## config.mk

```make
export PLATFORM = sky130hd
export DESIGN_NAME = sector_word_counter
export DESIGN_NICKNAME = d
export VERILOG_FILES = /design/src/rtl/sector_wc_pkg.sv /design/src/rtl/wc_fall_detect.sv /design/src/rtl/wc_inc_qualify.sv /design/src/rtl/wc_clear_merge.sv /design/src/rtl/wc_count_fsm.sv /design/src/rtl/sector_word_counter.sv
export SDC_FILE = /design/constraint.sdc
export NUM_CORES = 1
export LEC_CHECK = 0
export BUFFER_PORTS_ARGS = -buffer_cell sky130_fd_sc_hd__buf_2
export CAP_MARGIN = 20
export CORE_UTILIZATION = 34
export CTS_BUF_LIST = sky130_fd_sc_hd__clkbuf_16
export CTS_CLUSTER_SIZE = 20
export DETAILED_ROUTE_END_ITERATION = 10
export SYNTH_ARGS = -nofsm -noshare
export SYNTH_HDL_FRONTEND = slang
export SYNTH_SLANG_ARGS = --single-unit
```

## constraint.sdc

```tcl
create_clock -name clk -period 3.46 [get_ports clk]
set_input_delay 0 -clock clk [delete_from_list [all_inputs] [get_ports clk]]
set_output_delay 0 -clock clk [all_outputs]
set_load 0.05 [all_outputs]
```

## src/rtl/sector_wc_pkg.sv

```systemverilog
package sector_wc_pkg;
    typedef enum logic {
        ST_COUNT  = 1'b0,
        ST_CAPPED = 1'b1
    } wc_state_e;
endpackage

```

## src/rtl/wc_fall_detect.sv

```systemverilog
module wc_fall_detect #(
    parameter int N = 2
) (
    input  logic         clk,
    input  logic         rst_n,
    input  logic [N-1:0] sig_in,
    output logic [N-1:0] fall
);
    logic [N-1:0] sig_q;

    for (genvar i = 0; i < N; i++) begin : g_bit
        always_ff @(posedge clk or negedge rst_n) begin
            if (!rst_n) sig_q[i] <= 1'b0;
            else        sig_q[i] <= sig_in[i];
        end
        assign fall[i] = sig_q[i] & ~sig_in[i];
    end

    // edge detection: a reported fall needs a 1 held on the previous edge
    p_fall_needs_high_r4: assert property (@(posedge clk) disable iff (!rst_n)
        fall[0] |-> ($past(sig_in[0]) && !sig_in[0]));
endmodule

```

## src/rtl/wc_inc_qualify.sv

```systemverilog
module wc_inc_qualify #(
    parameter int FMT_W = 2
) (
    input  logic             wr_word_done,
    input  logic             wr_clk_dly,
    input  logic [FMT_W-1:0] fmt_phase,
    input  logic             rd_data_field,
    input  logic             rd_strobe_fall,
    output logic             inc
);
    localparam logic [FMT_W-1:0] FMT_DATA = '1;

    logic inc_wr;
    logic inc_rd;

    always_comb begin
        inc_wr = wr_word_done & wr_clk_dly & (fmt_phase == FMT_DATA);
        inc_rd = rd_data_field & rd_strobe_fall;
        inc    = inc_wr | inc_rd;
    end
endmodule

```

## src/rtl/wc_clear_merge.sv

```systemverilog
module wc_clear_merge (
    input  logic sector_fall,
    input  logic sys_clear,
    input  logic status_clear,
    input  logic cmd_clear,
    output logic clr
);
    always_comb clr = sector_fall | sys_clear | status_clear | cmd_clear;
endmodule

```

## src/rtl/wc_count_fsm.sv

```systemverilog
module wc_count_fsm
    import sector_wc_pkg::*;
#(
    parameter int CNT_W = 7
) (
    input  logic             clk,
    input  logic             rst_n,
    input  logic             inc,
    input  logic             clr,
    output logic [CNT_W-1:0] count,
    output logic             capped
);
    localparam logic [CNT_W-1:0] CNT_FULL = '1;
    localparam logic [CNT_W-1:0] CNT_ONE  = CNT_W'(1);

    wc_state_e        st, st_n;
    logic [CNT_W-1:0] cnt, cnt_n;

    // state register
    always_ff @(posedge clk or negedge rst_n) begin
        if (!rst_n) begin
            st  <= ST_COUNT;
            cnt <= '0;
        end else begin
            st  <= st_n;
            cnt <= cnt_n;
        end
    end

    // transitions: T_CLEAR, T_STEP, T_CAP
    always_comb begin
        st_n  = st;
        cnt_n = cnt;
        if (clr) begin
            st_n  = ST_COUNT;
            cnt_n = '0;
        end else begin
            unique case (st)
                ST_COUNT: begin
                    if (inc) begin
                        cnt_n = cnt + CNT_ONE;
                        if (cnt == CNT_FULL) st_n = ST_CAPPED;
                    end
                end
                ST_CAPPED: begin
                    cnt_n = cnt;
                end
                default: st_n = ST_COUNT;
            endcase
        end
    end

    // outputs
    always_comb begin
        count  = cnt;
        capped = (st == ST_CAPPED);
    end

    p_step_r1: assert property (@(posedge clk) disable iff (!rst_n)
        (inc && !clr && !capped) |=> (count == CNT_W'($past(count) + CNT_ONE)));
    p_cap_r2: assert property (@(posedge clk) disable iff (!rst_n)
        (inc && !clr && !capped && count == CNT_FULL) |=> (capped && count == '0));
    p_no_overflow_r6: assert property (@(posedge clk) disable iff (!rst_n)
        (capped && !clr) |=> (capped && $stable(count)));
    p_clear_r7: assert property (@(posedge clk) disable iff (!rst_n)
        clr |=> (count == '0 && !capped));
    p_idle_hold_r1: assert property (@(posedge clk) disable iff (!rst_n)
        (!inc && !clr) |=> $stable(count));
    p_reset_r9: assert property (@(posedge clk)
        !rst_n |-> (count == '0 && !capped));
endmodule

```

## src/rtl/sector_word_counter.sv

```systemverilog
module sector_word_counter #(
    parameter int CNT_W = 7,
    parameter int FMT_W = 2
) (
    input  logic             clk,
    input  logic             rst_n,
    input  logic             wr_word_done,
    input  logic             wr_clk_dly,
    input  logic [FMT_W-1:0] fmt_phase,
    input  logic             rd_data_field,
    input  logic             rd_xfer_strobe,
    input  logic             sector_pulse,
    input  logic             sys_clear,
    input  logic             status_clear,
    input  logic             cmd_clear,
    output logic [CNT_W-1:0] word_count,
    output logic             overflow
);
    localparam int EDGES = 2;

    logic [EDGES-1:0] edge_in, edge_fall;
    logic             inc, clr;

    assign edge_in = {sector_pulse, rd_xfer_strobe};

    wc_fall_detect #(.N(EDGES)) u_fall (
        .clk    (clk),
        .rst_n  (rst_n),
        .sig_in (edge_in),
        .fall   (edge_fall)
    );

    wc_inc_qualify #(.FMT_W(FMT_W)) u_qual (
        .wr_word_done   (wr_word_done),
        .wr_clk_dly     (wr_clk_dly),
        .fmt_phase      (fmt_phase),
        .rd_data_field  (rd_data_field),
        .rd_strobe_fall (edge_fall[0]),
        .inc            (inc)
    );

    wc_clear_merge u_clr (
        .sector_fall  (edge_fall[1]),
        .sys_clear    (sys_clear),
        .status_clear (status_clear),
        .cmd_clear    (cmd_clear),
        .clr          (clr)
    );

    wc_count_fsm #(.CNT_W(CNT_W)) u_fsm (
        .clk    (clk),
        .rst_n  (rst_n),
        .inc    (inc),
        .clr    (clr),
        .count  (word_count),
        .capped (overflow)
    );

    // clear beats a simultaneous increment
    p_clear_wins_r8: assert property (@(posedge clk) disable iff (!rst_n)
        (clr && inc) |=> (word_count == '0));
endmodule

```

== After elaboration in Yosys (flattened, before gate mapping) ==
Cells that the tools add are included.
Storage, ports and cells
  register bits: 10
  input bits: 12
  output and inout port bits: 8
  logic and storage cells: 29
Operators by class
  add/sub/neg operators: 1
  eq/ne operators: 4
  mux-type cells: 7
  bitwise operators: 12
  reduce and logical (&&, ||, !) cells: 1
Operator list (number)
  7-bit 2-to-1 mux: 3
  7-bit by 1-bit adder with 7-bit output (second input constant): 1
  7-bit equality test (second input constant): 1
  1-bit bitwise AND: 5
  1-bit 2-to-1 mux: 4
  1-bit OR: 4
  3-bit inequality test (second input constant): 1
  1-bit inverter: 3
  2-bit equality test (second input constant): 1
  2-bit inequality test (second input constant): 1
  2-bit AND reduction: 1

== Logic depth before layout (Yosys ltp) ==
  depth after elaboration: 7
  gate-level depth with buffers: 4
  depth with buffers taken out: 4

== Hierarchy ==
From an unflattened synthesis, not the netlist that was laid out.
Second synthesis, totals
  cells, all modules: 48
  area, all modules: 498.0 um2
Modules (own cells, without submodules)
  wc_count_fsm: instances 1, cells each 40, area an instance 399.1 um2, seq. area each 200.2 um2
  wc_fall_detect: instances 1, cells each 4, area an instance 77.6 um2, seq. area each 50.0 um2
  wc_inc_qualify: instances 1, cells each 3, area an instance 13.8 um2, seq. area each 0.0 um2
  wc_clear_merge: instances 1, cells each 1, area an instance 7.5 um2, seq. area each 0.0 um2

== Worst setup path before layout ==
OpenSTA, ideal clock, no wires.
  path kind: reg2reg
  start point: register u_fsm.cnt[0], in the netlist u_fsm.count[0]
  end point: register u_fsm.cnt[4], in the netlist u_fsm.count[4]
  setup time: 0.079 ns
  arrival: 1.506 ns
  data required time: 3.381 ns
  path slack: 1.874 ns
  stages on the path, launching flop included: 5
  buffers on the path: 0
  clock period less this slack: 1.586 ns
  path through: dfrtp_1 ha_1 nand3_2 a211oi_1 mux2i_1
On the way
  longest elaborated chain between the ends: 4
Ends and longest elaborated chain
  start, declared: line wc_count_fsm.sv:17  | logic [CNT_W-1:0] cnt, cnt_n;
  start signal, assigned: line wc_count_fsm.sv:26  | cnt <= cnt_n;
  7-bit by 1-bit adder with 7-bit output: line wc_count_fsm.sv:41  | cnt_n = cnt + CNT_ONE;
  7-bit 2-to-1 mux: line wc_count_fsm.sv:40  | if (inc) begin
  7-bit 2-to-1 mux: line wc_count_fsm.sv:38  | unique case (st)
  7-bit 2-to-1 mux: line wc_count_fsm.sv:34  | if (clr) begin
Every way passes these cells. The select of a mux whose other input is x is not followed.
A chain may end at the register's enable or synchronous reset.

== Final worst setup path ==
Same ends and word-level chain as after synthesis.

==> results.md <==
- The fraction of power consumed by the clock network is between 50% and 60%.
- Registers are responsible for between 30% and 40% of the overall power.
- The vertical extent of the die is 44.5 um.
- The root buffer cell is clkbuf_16.
- The worst reg-to-reg setup slack is between 2000 and 2500 ps.
- The post-route antenna net violation count is 0.
- The hold path depth is 4.
- The count of maximum capacitance violations is 0.
- Synthesis inferred 10 register bits.
- The synthesized area divided by synthesized cell count is 11.1 um2.
- Of the synthesized area, sequential elements account for between 40% and 50%.
- After detailed routing, the number of vias per cell comes to between 4 and 5.
- Yosys attributes the largest share of cell area to dfrtp_1, mux2i_1, nand3_1, nand3b_1, a211oi_1.
- The x dimension of the die is ~44 um.
- The timing startpoint of the critical path is u_fsm.count[0].
- The number of buffers created by CTS is 3.
- The die covers 1980 um2.
- The distinct cell type count of the synthesized netlist is 19.
- At the end of routability-driven placement, the weighted congestion stood at approximately 0.71.
- The worst path uses 38.6% of the clock period.
- The number of antenna violations at the first check in global routing is 0.
- The startpoint type of the worst setup path is a flip-flop.
- The number of hold-slack violations in the final timing report is 0.
- The flow ran to the end, and the final reports show no timing, DRC or antenna violations.
- The netlist area before placement is a little over 600 um2.
- The global-route congestion overflow total is 0.
- For this block, the routed nets add up to 1.32 mm of wire.
- The slowest stage of the critical path belongs to the cell dfrtp_1.
- The number of top-level pins is 20.
- The floorplan has 14 rows.
- After detailed routing, the number of remaining DRC violations is 0.
- The largest buffer count on any clock path is 2.
- The kind of cell with the highest combined delay along the critical path is flip-flops.
- The worst setup path is captured at a flip-flop.
- Counting instances in the post-synthesis netlist gives the leading cell types as dfrtp_1, nand3_1, mux2i_1, nand3b_1, a211oi_1.
- Dividing the detail-routed wire length by the instance count gives between 10 and 15 um.
- Among all flip-flop cells after synthesis, the most frequent one is dfrtp_1.
- Once the clock tree was built, the resizer swapped 0 gates to a different size.
- Summed over all failing endpoints, the final setup total negative slack is 0 ps.
- The tightest hold path in the finished design has a slack of approximately 130 ps.
- CTS built an H-tree with a depth of 1.
- Entering global routing, the biggest net connects 16 pins.
- The number of global-route vias before repair is 500.
- Setup repair after global routing left no endpoint under its margin.
- The core footprint is 1590 um2.
- The kind of critical path is flip-flop to flip-flop.
- The overall power consumption is about 350 uW.
- The synthesized netlist net count is between 60 and 70.
- For the worst setup path, the data arrival time is about 1500 ps.
- For this design the static power due to leakage is between 0.0003 and 0.0004 uW.
- The maximum fanout along the worst path is 6.
- The depth of the most critical reg-to-reg path is 4.
- The power density of the placed cells is around 420 nW/um2.
- The slew at the pin with the worst max-slew slack is 543 ps.
- The TritonCTS clock tree is yes.
- Compared with the post-synthesis result, the final layout area differs by 35.5%.
- Synthesis produced 55 cells.
- The maximum vdd ir drop is 0.000383 V.
- Across the routed clock network, the largest skew measured is roughly 1.6 ps.
- Detailed placement finished with a half-perimeter wire length of 910 um.
- The number of buffers and inverters on the critical path is 0.
- For this run, the detailed router's first-pass iteration total came to 2.
- The fraction of final layout cells sized beyond drive strength 1 is approximately 34%.
- In this run the number of cells on the critical path is 4.
- The critical hold path startpoint is cmd_clear.
- In this run the worst hold path is classified as input pin to flip-flop.
- The initial utilization of the core area, before any placement, comes to 38.5%.
- The detailed router finished its first iteration with 3 violations.
- Walking the worst path, the cells encountered are ha_1 -> nand3_2 -> a211oi_1 -> mux2i_1.
- The worst stage delay on the critical path is between 400 and 500 ps.
- Counting flops with an async set or reset pin after synthesis yields a share of 100%.
- Detailed routing inserted a total of slightly above 500 vias.
- The Yosys step of the flow raised 0 warnings.
- The relative slew slack is between 60% and 70%.
- The net switching power of the design is 71.0 uW.
- STA puts the critical path data required time at 3620 ps.
- The internal power of the cells totals 282 uW.
- Based on the critical path, the design can be clocked at up to 748 MHz.
- The clock-pin slew of the registers on the worst-case setup and hold paths is 40 ps.
- The total global routing track utilization is around 15%.
- The proportion of power drawn by combinational gates is 7.4%.
- The share of the synthesized area in the top cell type is 40.8%.
- The synthesized design contains 0 enable-type register cells.
- The post-CTS setup buffer count is 0.
- The net switching share of the total power is between 20% and 30%.
- Setup violations remaining at the end of the flow were counted as 0.
- The largest total area in the synthesized netlist belongs to dfrtp_1.
- The wire length of the first global-routing pass is 2.11 mm.
- The TritonCTS sink count is 10.
- The number of antenna diodes in the final layout is 0.
- The final number of max-transition violations is 0.
- In the final design database the tool counted between 90 and 100 nets.
- The clock latency at the later pin of the worst-skew pair is between 200 and 250 ps.
- The smallest clock period supported by the final layout is computed as 1340 ps.
- The count of input and output buffers is 19.
- The worst register-to-register path begins at u_fsm.count[0].
- The hold buffer count at cts is 3.
[final cells by class]
cell class | count | area [um2]
Clock buffer | 3 | 75.1
Timing Repair Buffer | 22 | 125
Inverter | 1 | 3.75
Multi-Input combinational cell | 42 | 343
Fill cell | 150 | 763
Clock inverter | 1 | 3.75
Sequential cell | 10 | 250
Tap cell | 24 | 30.0
[logic make-up after synthesis]
group | synth area share [%]
simple gates | 31.8
flops | 40.8
compound gates | 10.6
mux | 11.4
buf+inv | 3.26
fa+ha+maj | 2.04
[tightest hold or removal path, stage by stage]
cell and delay (ps):
buf_2 100, nor3_4 80, nand3_1 90, mux2i_1 60
[per-stage QoR]
step / util (%) / area (um2) / cells / worst slack [ps]
6_report: 52.1 / 831 / 103 / 2120
4_1_cts: 52.1 / 831 / 103 / 2120
3_5_place_dp: 45.3 / 722 / 96 / 2150
5_1_grt: 52.1 / 831 / 103 / 1990
2_1_floorplan: - / 613 / 55 / 1870
3_3_place_gp: 45.3 / 722 / 96 / 2160
[cell usage in the layout, fill, tap and decap left out, types with 2 or more instances in the layout]
master	Yosys	routed
buf_2	1	19
nand3_1	10	10
dfrtp_1	10	10
mux2i_1	7	7
nand3b_1	6	6
a211oi_1	4	4
nand2_1	3	3
clkbuf_16	0	3
dlygate4sd3_1	0	3
nand2b_1	2	2
a21oi_1	2	2
[final timing paths]
path / end
setup / recovery: u_fsm.count[4]
hold / removal: u_fsm.count[1]
setup reg to reg: u_fsm.count[4]
hold reg to reg: u_fsm.count[6]
max in group asynchronous: u_fsm.capped
min in group asynchronous: u_fall.sig_q[0]
[power groups by stage]
stage / clock network [uW] / logic (uW) / registers [uW]
2_1_floorplan: 0 / 11.3 / 122
4_1_cts: 213 / 26.6 / 120
3_3_place_gp: 0 / 23.3 / 121
6_report: 207 / 26.2 / 120
3_5_place_dp: 0 / 23.9 / 121
5_1_grt: 214 / 28.8 / 120
[registers in the layout, indices dropped and copies added, names as in the netlist]
signal / flops
u_fsm.count: 7
u_fall.sig_q: 2
u_fsm.capped: 1
[per-layer routing]
layer | vias up | GRT usage [%] | wire, um
li1 | 257 | - | -
met1 | 231 | 17.4 | 619
met2 | 16 | 24.4 | 603
met3 | 3 | 6.12 | 68
met4 | 0 | 7.27 | 25
met5 | - | 0 | 0
Note: power is estimated with default switching activity, not from simulation.
